**src/rtl/srtDivPkg.sv**
```systemverilog
package srtDivPkg;

  typedef struct packed {
    logic load;     // capture operands, seed remainder
    logic iterate;  // retire one radix-4 digit
    logic finish;   // convert and publish the result
  } divCtl_t;

  typedef struct packed {
    logic       neg;  // digit is negative
    logic [1:0] mag;  // magnitude 0, 1 or 2
  } qDigit_t;

endpackage

```
**src/rtl/srtDigitSel.sv**
```systemverilog
module srtDigitSel
  import srtDivPkg::*;
(
  input  logic [2:0]        divIdx,
  input  logic signed [6:0] est,
  output qDigit_t           digit
);

  // Threshold per divisor interval [ (8+i)/16 , (9+i)/16 ), in sixteenths of 4w.
  logic signed [6:0] tPlus2 [8];
  logic signed [6:0] tPlus1 [8];
  logic signed [6:0] tZero  [8];
  logic signed [6:0] tMin1  [8];

  generate
    for (genvar i = 0; i < 8; i++) begin : g_interval
      localparam int DLO = 8 + i;
      localparam int DHI = 9 + i;
      assign tPlus2[i] = 7'((4 * DHI + 2) / 3);
      assign tPlus1[i] = 7'((DHI + 2) / 3);
      assign tZero[i]  = 7'(-((2 * DLO) / 3));
      assign tMin1[i]  = 7'(-((5 * DLO) / 3));
    end
  endgenerate

  always_comb begin
    if (est >= tPlus2[divIdx])      digit = '{neg: 1'b0, mag: 2'd2};
    else if (est >= tPlus1[divIdx]) digit = '{neg: 1'b0, mag: 2'd1};
    else if (est >= tZero[divIdx])  digit = '{neg: 1'b0, mag: 2'd0};
    else if (est >= tMin1[divIdx])  digit = '{neg: 1'b1, mag: 2'd1};
    else                            digit = '{neg: 1'b1, mag: 2'd2};
  end

endmodule

```
**src/rtl/srtDivCtrl.sv**
```systemverilog
module srtDivCtrl
  import srtDivPkg::*;
#(
  parameter int N = 24
) (
  input  logic    clk,
  input  logic    rstN,
  input  logic    start,
  input  logic    zeroDivisor,
  output divCtl_t ctl,
  output logic    busy,
  output logic    done
);

  localparam int ITERS = (N + 2) / 2;
  localparam int CW    = $clog2(ITERS + 1);

  typedef enum logic [1:0] {IDLE, ITER, FINAL} state_t;

  state_t        state;
  logic [CW-1:0] iterCnt;

  always_comb begin
    ctl.load    = (state == IDLE) && start;
    ctl.iterate = (state == ITER);
    ctl.finish  = (state == FINAL);
  end

  assign busy = (state != IDLE);

  always_ff @(posedge clk or negedge rstN) begin
    if (!rstN) begin
      state   <= IDLE;
      iterCnt <= '0;
      done    <= 1'b0;
    end else begin
      done <= 1'b0;
      unique case (state)
        IDLE: if (start) begin
          iterCnt <= '0;
          state   <= zeroDivisor ? FINAL : ITER;
        end
        ITER: begin
          iterCnt <= iterCnt + 1'b1;
          if (iterCnt == CW'(ITERS - 1)) state <= FINAL;
        end
        FINAL: begin
          done  <= 1'b1;
          state <= IDLE;
        end
        default: state <= IDLE;
      endcase
    end
  end

  // done is a single-cycle strobe
  a_r5_done_pulse: assert property (@(posedge clk) disable iff (!rstN)
    done |=> !done);

  // done arrives with the block already idle
  a_r4_done_idle: assert property (@(posedge clk) disable iff (!rstN)
    done |-> !busy);

endmodule

```
**src/rtl/srtDivDatapath.sv**
```systemverilog
module srtDivDatapath
  import srtDivPkg::*;
#(
  parameter int N = 24
) (
  input  logic         clk,
  input  logic         rstN,
  input  divCtl_t      ctl,
  input  logic [N-1:0] dividend,
  input  logic [N-1:0] divisor,
  output logic         zeroDivisor,
  output logic [N:0]   quotient,
  output logic [N-1:0] remainder,
  output logic         divByZero
);

  localparam int FB   = N + 2;   // fraction bits of the partial remainder
  localparam int RW   = N + 6;   // remainder register width
  localparam int QW   = N + 3;   // digit accumulator width
  localparam int ELSB = FB - 6;  // estimate of 4w: bits of w at 1/64 ...
  localparam int EMSB = FB;      // ... up to the 4s place after shifting

  logic [N-1:0]  divReg;
  logic          zeroReg;
  logic [RW-1:0] sumR, carR;
  logic [QW-1:0] qPos, qNeg;

  logic signed [6:0] est;
  qDigit_t           digit;
  logic [RW-1:0]     dScaled, mult, addend, a4, b4, nextSum, nextCar;
  logic              subtract;
  logic signed [RW-1:0] wFin, remRaw, remFix;
  logic [QW-1:0]     qRaw;
  logic              negRem;

  assign zeroDivisor = (divisor == '0);

  // 7-bit estimate of 4w: truncated sum plus truncated carry, wrapping
  assign est = 7'(sumR[EMSB:ELSB]) + 7'(carR[EMSB:ELSB]);

  srtDigitSel u_sel (
    .divIdx (divReg[N-2:N-4]),
    .est    (est),
    .digit  (digit)
  );

  always_comb begin
    dScaled  = RW'({divReg, 2'b00});
    mult     = (digit.mag == 2'd2) ? (dScaled << 1) :
               (digit.mag == 2'd1) ? dScaled : '0;
    subtract = !digit.neg && (digit.mag != 2'd0);
    addend   = subtract ? ~mult : mult;
    a4       = sumR << 2;
    b4       = carR << 2;
    nextSum  = a4 ^ b4 ^ addend;
    nextCar  = (((a4 & b4) | (a4 & addend) | (b4 & addend)) << 1) | RW'(subtract);
  end

  always_comb begin
    wFin   = signed'(sumR + carR);
    negRem = wFin[RW-1];
    remRaw = wFin >>> 2;
    remFix = negRem ? remRaw + signed'(RW'(divReg)) : remRaw;
    qRaw   = qPos - qNeg - QW'(negRem);
  end

  always_ff @(posedge clk or negedge rstN) begin
    if (!rstN) begin
      divReg    <= '0;
      zeroReg   <= 1'b0;
      sumR      <= '0;
      carR      <= '0;
      qPos      <= '0;
      qNeg      <= '0;
      quotient  <= '0;
      remainder <= '0;
      divByZero <= 1'b0;
    end else begin
      if (ctl.load) begin
        divReg  <= divisor;
        zeroReg <= zeroDivisor;
        sumR    <= RW'(dividend);   // w0 = x/4 in units of 2^-FB
        carR    <= '0;
        qPos    <= '0;
        qNeg    <= '0;
      end
      if (ctl.iterate) begin
        sumR <= nextSum;
        carR <= nextCar;
        qPos <= {qPos[QW-3:0], digit.neg ? 2'b00 : digit.mag};
        qNeg <= {qNeg[QW-3:0], digit.neg ? digit.mag : 2'b00};
      end
      if (ctl.finish) begin
        divByZero <= zeroReg;
        quotient  <= zeroReg ? '1 : qRaw[N:0];
        remainder <= zeroReg ? '0 : remFix[N-1:0];
      end
    end
  end

  // redundant remainder stays inside the selection bound
  a_r9_est_bound: assert property (@(posedge clk) disable iff (!rstN)
    ctl.iterate |-> (est >= -7'sd45) && (est <= 7'sd43));

  // operands never change while digits are being retired
  a_r6_operands_held: assert property (@(posedge clk) disable iff (!rstN)
    ctl.iterate |=> $stable(divReg));

  // corrected quotient and remainder fit their output widths
  a_r2_result_fits: assert property (@(posedge clk) disable iff (!rstN)
    (ctl.finish && !zeroReg) |-> (remFix[RW-1:N] == '0) && (qRaw[QW-1:N+1] == '0));

  // published remainder is below the divisor
  a_r3_rem_below_div: assert property (@(posedge clk) disable iff (!rstN)
    (ctl.finish && !zeroReg) |=> (remainder < divReg) && !divByZero);

  // zero divisor yields the error flag and an all-ones quotient
  a_r7_zero_result: assert property (@(posedge clk) disable iff (!rstN)
    (ctl.finish && zeroReg) |=> divByZero && (&quotient) && (remainder == '0));

endmodule

```
**src/rtl/srtDivider.sv**
```systemverilog
module srtDivider
  import srtDivPkg::*;
#(
  parameter int N = 24
) (
  input  logic         clk,
  input  logic         rstN,
  input  logic         start,
  input  logic [N-1:0] dividend,
  input  logic [N-1:0] divisor,
  output logic [N:0]   quotient,
  output logic [N-1:0] remainder,
  output logic         done,
  output logic         busy,
  output logic         divByZero
);

  divCtl_t ctl;
  logic    zeroDivisor;

  srtDivCtrl #(.N(N)) u_ctrl (
    .clk         (clk),
    .rstN        (rstN),
    .start       (start),
    .zeroDivisor (zeroDivisor),
    .ctl         (ctl),
    .busy        (busy),
    .done        (done)
  );

  srtDivDatapath #(.N(N)) u_dp (
    .clk         (clk),
    .rstN        (rstN),
    .ctl         (ctl),
    .dividend    (dividend),
    .divisor     (divisor),
    .zeroDivisor (zeroDivisor),
    .quotient    (quotient),
    .remainder   (remainder),
    .divByZero   (divByZero)
  );

endmodule

```
**config.mk**
```make
export PLATFORM = sky130hd
export DESIGN_NAME = srtDivider
export DESIGN_NICKNAME = d
export VERILOG_FILES = /design/src/rtl/srtDivPkg.sv /design/src/rtl/srtDigitSel.sv /design/src/rtl/srtDivCtrl.sv /design/src/rtl/srtDivDatapath.sv /design/src/rtl/srtDivider.sv
export SDC_FILE = /design/constraint.sdc
export NUM_CORES = 1
export LEC_CHECK = 0
export ABC_CLOCK_PERIOD_IN_PS = 4800
export CAP_MARGIN = 20
export CORE_MARGIN = 2
export CORE_UTILIZATION = 54
export DETAILED_ROUTE_END_ITERATION = 10
export PLACE_DENSITY_LB_ADDON = 0.1
export SLEW_MARGIN = 10
export SYNTH_ARGS = -nofsm -noshare
export SYNTH_HDL_FRONTEND = slang
export SYNTH_HIERARCHICAL = 1
export SYNTH_SLANG_ARGS = --single-unit
```
**constraint.sdc**
```tcl
create_clock -name clk -period 4.8 [get_ports clk]
set_input_delay 0.96 -clock clk [delete_from_list [all_inputs] [get_ports clk]]
set_output_delay 0.96 -clock clk [all_outputs]
set_load 0.01 [all_outputs]
```
## After elaboration in Yosys (flattened, before gate mapping)

Memories as Yosys holds them, arrays and structs flattened.
Cells that the tools add are included.

- Register bits: 192
- ROM bits: 224
- Input bits: 51
- Output and inout bits: 52
- Word-level logic and storage cells: 89
- Memories: 4

- Add/subtract/negate cells: 6
- $lt $le $gt $ge: 5
- Equality and inequality tests: 7
- Muxes and demuxes: 34
- Bitwise gates (word level): 10
- Reduce and logical (&&, ||, !) cells: 11

Memory list:

| memory | words | width | rd ports | clocked after memory_dff | wr ports | RTL line | text |
|---|---|---|---|---|---|---|---|
| (no name shown) | 8 | 7 | 1 | 0 | 0 | srtDigitSel.sv:30 | `else if (est >= tMin1[divIdx]) digit = '{neg: 1'b1, mag: 2'd1};` |
| (no name shown) | 8 | 7 | 1 | 0 | 0 | srtDigitSel.sv:29 | `else if (est >= tZero[divIdx]) digit = '{neg: 1'b0, mag: 2'd0};` |
| (no name shown) | 8 | 7 | 1 | 0 | 0 | srtDigitSel.sv:28 | `else if (est >= tPlus1[divIdx]) digit = '{neg: 1'b0, mag: 2'd1};` |
| (no name shown) | 8 | 7 | 1 | 0 | 0 | srtDigitSel.sv:27 | `if (est >= tPlus2[divIdx]) digit = '{neg: 1'b0, mag: 2'd2};` |

Operators by type and width:

| kind | count |
|---|---|
| 30-bit two-way mux | 6 |
| 25-bit two-way mux | 4 |
| 29-bit bitwise AND | 3 |
| 30-bit XOR | 2 |
| 29-bit bitwise OR | 2 |
| 7-bit two-way mux | 8 |
| 24-bit two-way mux | 2 |
| 30-bit adder | 1 |
| 30-bit NOT | 1 |
| 30-bit by 1-bit bitwise OR with 30-bit output | 1 |
| 7-bit >= comparator | 4 |
| 26-bit two-way mux | 1 |
| 25-bit by 1-bit subtractor with 25-bit output | 1 |
| 25-bit subtractor | 1 |
| 24-bit adder | 1 |
| 24-bit zero test | 1 |
| 2-bit two-way mux | 6 |
| 3-bit two-way mux | 3 |
| 4-bit one-hot mux with 2 select lines | 1 |
| 2-bit nonzero test | 4 |
| 7-bit adder | 1 |
| 4-bit by 1-bit adder with 4-bit output, second input constant | 1 |
| 2-bit by 1-bit equality test with 1-bit output, second input constant | 2 |
| 2-bit equality test, second input constant | 2 |
| other kinds (12) | 14 |

## Logic depth before layout (Yosys ltp)

- Depth after elaboration: 19
- Gate-level depth with buffers: 23
- Gate-level depth less buffers: 22

## By module

The synthesis kept the hierarchy.

Modules (own cells, without submodules):

| module | times used | cells an instance | area an instance (µm²) | seq. area each (µm²) |
|---|---|---|---|---|
| srtDivDatapath | 1 | 1439 | 12923.6 | 4579.4 |
| srtDigitSel | 1 | 83 | 666.9 | 0.0 |
| srtDivCtrl | 1 | 33 | 362.8 | 175.2 |

## Least setup slack after synthesis

OpenSTA, ideal clock, no wires.

- Path kind: flip-flop to flip-flop
- Start: register u_dp.sumR[7]
- End: register u_dp.quotient[15]
- Library setup time: 0.137 ns
- Arrival: 4.715 ns
- Required time: 4.663 ns
- Setup slack: -0.053 ns
- Cell stages (with the launch flop): 24
- Buffers on the path: 1
- Cells stage by stage: dfrtp_1 > ha_1 > a21o_1 > a21o_1 > a22o_4 > a2111o_2 > a31oi_4 > o211a_4 > o21ai_4 > nand2_8 > inv_4 > buf_8 > fa_1 > inv_1 > ha_1 > nand2_1 > a21boi_0 > o21ai_0 > a21oi_1 > o211ai_1 > o21bai_1 > a21o_1 > a2111oi_0 > nor3_1

- Cells in the longest elaborated chain, start to end: 3

Ends and longest elaborated chain:

| what | RTL line | text |
|---|---|---|
| start, declared | srtDivDatapath.sv:25 | `logic [RW-1:0] sumR, carR;` |
| start signal, assigned | srtDivDatapath.sv:82 | `sumR <= RW'(dividend);` |
| start signal, assigned | srtDivDatapath.sv:88 | `sumR <= nextSum;` |
| 30-bit adder | srtDivDatapath.sv:60 | `wFin = signed'(sumR + carR);` |
| 25-bit by 1-bit subtractor with 25-bit output | srtDivDatapath.sv:64 | `qRaw = qPos - qNeg - QW'(negRem);` |
| 25-bit two-way mux | srtDivDatapath.sv:95 | `quotient <= zeroReg ? '1 : qRaw[N:0];` |
| end signal, assigned | srtDivDatapath.sv:95 |  |
| end, declared | srtDivDatapath.sv:12 | `output logic [N:0] quotient,` |

No other way between the ends.
A chain may end at the register's enable or synchronous reset.

## Worst setup path in the final report

- Start: register u_dp.carR[7]
- End: register u_dp.quotient[15]

- Cells in the longest elaborated chain, start to end: 3

Ends and longest elaborated chain:

| what | RTL line | text |
|---|---|---|
| start, declared | srtDivDatapath.sv:25 |  |
| start signal, assigned | srtDivDatapath.sv:89 | `carR <= nextCar;` |
| 30-bit adder | srtDivDatapath.sv:60 |  |
| 25-bit by 1-bit subtractor with 25-bit output | srtDivDatapath.sv:64 |  |
| 25-bit two-way mux | srtDivDatapath.sv:95 |  |

No other way between the ends.

==> summary.md <==
| Metric | Value |
|---|---|
| Worst setup path class | `flip-flop to flip-flop` |
| Final-layout fill cell count | `a little over 2000` |
| #FFs+latches synth | `190` |
| Crit path from | `u_dp/carR[7]$_DFFE_PN0P_` |
| Layout cell share with drive strength beyond 1 | `15.5%` |
| Clk sinks | `190` |
| Count of cell types in the netlist | `94` |
| Hold Crit Class | `flip-flop to flip-flop` |
| Mapped Nets | `1757` |
| CTS tree | `done` |
| Vias post-DR | `12255` |
| Pre-Repair DR Iteration Count | `6` |
| Pin count of the biggest net entering global routing | `113` |
| Arr. time, crit path | `5060 ps` |
| Vias in the first global route | `roughly 12000` |
| Met3 GRT Util | `3.59%` |
| Crit-path max FO | `3` |
| Tightest Pin Transition | `988 ps` |
| Met2 GRT Util | `47.3%` |
| Number of max-cap violations | `0` |
| Crit share post-route | `between 90 and 100%` |
| Final setup fails | `0` |
| Syn Area/Cell | `8.97 µm²` |
| Final min period | `4740 ps` |
| Final WL | `38.9 mm` |
| Worst Hold Launch | `u_dp/qPos[2]$_DFFE_PN0P_` |
| CP startpoint kind | `flip-flop` |
| CP endpoint kind | `flip-flop` |
| Async SR Flop Fraction | `100%` |
| Multi-input logic area | `8670 µm²` |
| Final Hold Viols | `0` |
| Row cnt | `58` |
| CP endpoint | `u_dp/quotient[15]$_DFFE_PN0P_` |
| Cell area after synthesis | `approximately 14000 µm²` |
| R2R Path End | `u_dp/quotient[15]$_DFFE_PN0P_` |
| Via density | `5.95` |
| Hold_ws | `476 ps` |
| Ports | `103` |
| Status | `completed` |
| Core Area | `25300 µm²` |
| Die W | `165 µm` |
| Dpl hpwl | `27.6 mm` |
| I/O Buffers | `102` |
| R2R Path Start | `u_dp/carR[7]$_DFFE_PN0P_` |
| NumNets Final | `1919` |
| Register Area | `roughly 4800 µm²` |
| DR DRC count | `0` |
| GR Util met1 | `around 40%` |
| Initial DRC count | `870` |
| Synth-to-Final Area Change | `22.0%` |
| Gate Count Post-Synth | `1555` |
| Fmax | `211 MHz` |
| CTS Root Cell | `clkbuf_16` |
| Num CTS Buffers | `17` |
| Diodes inserted | `0` |
| Initial antenna violation count | `0` |
| Initial Util | `55.3%` |
| First-pass GRT wire length | `62.0 mm` |
| Reg2Reg Setup Slack | `60 ps` |
| Ys Warns | `6` |
| CTS H-tree depth | `4` |
| Global Route Usage Sum | `29.0%` |
| Final Slew Violations | `0` |
| Crit path required time | `5130 ps` |
| Grt total ovfl | `0` |
| Slew HR | `34.1%` |
| Clk slew on worst S/H paths | `80 ps` |
| Die H | `165 µm` |
| Drt wl/cell | `between 15 and 20 µm` |
| Top FF cell, synth | `dfrtp_1` |
| Longest Clk Path Bufs | `2` |
| RD Place Congestion | `0.908` |
| DIE AREA | `27100 µm²` |
| Gr busiest metal | `met2` |
| Worst r2r path cells | `23` |
| Antenna Violating Nets Remaining | `0` |
| Post-synth EDFFs | `0` |
| Sequential element share of the synthesized area | `between 30% and 40%` |
| Clock Latency Late Sink | `450 ps` |
| Worst clock skew | `~16 ps` |
| RSZ-0062 raised after global routing | `yes` |
critical path, stage by stage, from the launching register on:
cell,delay [ps]
dfrtp_1,410
ha_4,250
a21o_1,150
a21o_1,180
a22o_4,260
a2111o_2,470
a31oi_4,210
o211a_4,200
o21ai_4,80
nand2_8,120
inv_6,40
fa_2,370
inv_2,90
ha_1,240
nand2_1,100
a21boi_0,100
o21ai_1,210
a21oi_2,100
o211ai_1,180
buf_4,160
o21bai_1,70
a21o_1,220
a2111oi_4,330
nor3_2,80
registers in the layout, indices dropped and copies added (netlist names):
| signal | count |
|---|---|
| u_dp/sumR | 30 |
| u_dp/remainder | 24 |
| u_dp/divByZero | 1 |
| u_dp/quotient | 25 |
| u_dp/divReg | 24 |
| u_dp/qPos | 25 |
| u_dp/carR | 28 |
| u_ctrl/done | 1 |
| u_dp/zeroReg | 1 |
| u_ctrl/state | 2 |
| u_ctrl/iterCnt | 4 |
| u_dp/qNeg | 25 |
routing by layer:
layer  vias up  share of wire [%]
li1       5804                  -
met1      6005                 45
met2       384                 47
met3        62                5.3
met4         0                2.8
met5         -                  0
logic make-up (layout without fill, tap and decap cells):
| logic type | Yosys count | after routing | share of synthesized area, % |
|---|---|---|---|
| buffers and inverters | 218 | 393 | 6.16 |
| and+or+nand+nor | 462 | 462 | 16.3 |
| DFF | 190 | 190 | 34.1 |
| AOI/OAI and AO/OA | 433 | 433 | 21.7 |
| xor gates and xnor gates | 72 | 72 | 4.52 |
| adders and majority gates | 151 | 151 | 15.1 |
| muxes | 29 | 29 | 2.13 |
stage by stage:
step | utilization (%) | setup WS [ps] | std cells | setup TNS [ps] | area [µm²]
after floorplan | - | 9.17 | 1555 | 0 | 14000
after global placement | 63.0 | -17.8 | 2014 | -28.2 | 15900
after detailed placement | 63.0 | -173 | 2014 | -411 | 15900
after CTS | 65.7 | 1.28 | 2048 | 0 | 16600
after global routing | 67.4 | -91.6 | 2060 | -998 | 17000
final | 67.4 | 64.7 | 2060 | 0 | 17000
placed cells by master, fill, tap and decap left out, types with 6 or more instances in the layout:
cell             netlist  routed
nand2_1              210     209
dfrtp_1              190     190
inv_1                142     140
ha_1                 122     113
o21ai_0              114     109
buf_4                  0     105
clkdlybuf4s50_1        0     101
a21oi_1               78      75
nor2_1                67      64
xnor2_1               51      50
nand2b_1              35      34
o31ai_1               33      31
a31oi_1               30      26
or2_2                 26      26
fa_1                  29      26
a22o_1                25      25
mux2i_1               24      24
a221oi_1              25      23
nor2b_1               24      23
a21o_1                21      21
xor2_1                21      21
clkbuf_16              0      19
nand3_1               17      17
nor3_1                15      14
nand4_1               14      14
nor4_1                13      11
o211ai_1               8       8
a211oi_1               9       8
and2_1                 7       7
o21a_1                 7       7
o22ai_1                6       6
worst min path at each step:
stage	endpoint	slack [ps]	cells past startpoint
after global routing	u_dp/qPos[14]$_DFFE_PN0P_	510	2
after CTS	u_dp/qPos[4]$_DFFE_PN0P_	480	2
after global placement	u_dp/qPos[4]$_DFFE_PN0P_	460	2
final	u_dp/qPos[4]$_DFFE_PN0P_	480	2
after floorplan	u_dp/qPos[2]$_DFFE_PN0P_	450	2
after detailed placement	u_dp/qPos[4]$_DFFE_PN0P_	470	2
what timing repair did:
item / 4_1_cts / 5_1_grt
setup endpoints to repair: 7 / 45
resized for setup: 8 / 54
gates cloned: 0 / 2
pin swaps: 7 / 36
buffers inserted: 2 / 10
hold buffers: 0 / 0
hold endpoints to repair: 0 / 0
cell type report:
class                      count  share of cell area [%]
clock buffer                  17                    2.50
inverter                     145                    3.24
sequential                   190                    27.9
multi-input combinational   1147                    50.9
timing repair buffer         216                    11.7
tap                          330                    2.43
clock inverter                15                    1.29
Yosys cell counts, types with 24 or more instances:
cell | n | area share (%)
nand2_1 | 210 | 5.6
dfrtp_1 | 190 | 34
inv_1 | 142 | 3.8
ha_1 | 122 | 11
o21ai_0 | 114 | 4.1
a21oi_1 | 78 | 2.8
nor2_1 | 67 | 1.8
clkbuf_1 | 62 | 1.7
xnor2_1 | 51 | 3.2
nand2b_1 | 35 | 1.6
o31ai_1 | 33 | 1.8
a31oi_1 | 30 | 1.3
fa_1 | 29 | 4.2
or2_2 | 26 | 1.2
a221oi_1 | 25 | 1.6
a22o_1 | 25 | 1.6
mux2i_1 | 24 | 1.7
nor2b_1 | 24 | 1.1
Power is left out: the tool's default activity adds up to more than one toggle a clock period on the data nets, which glitch-free logic cannot reach.
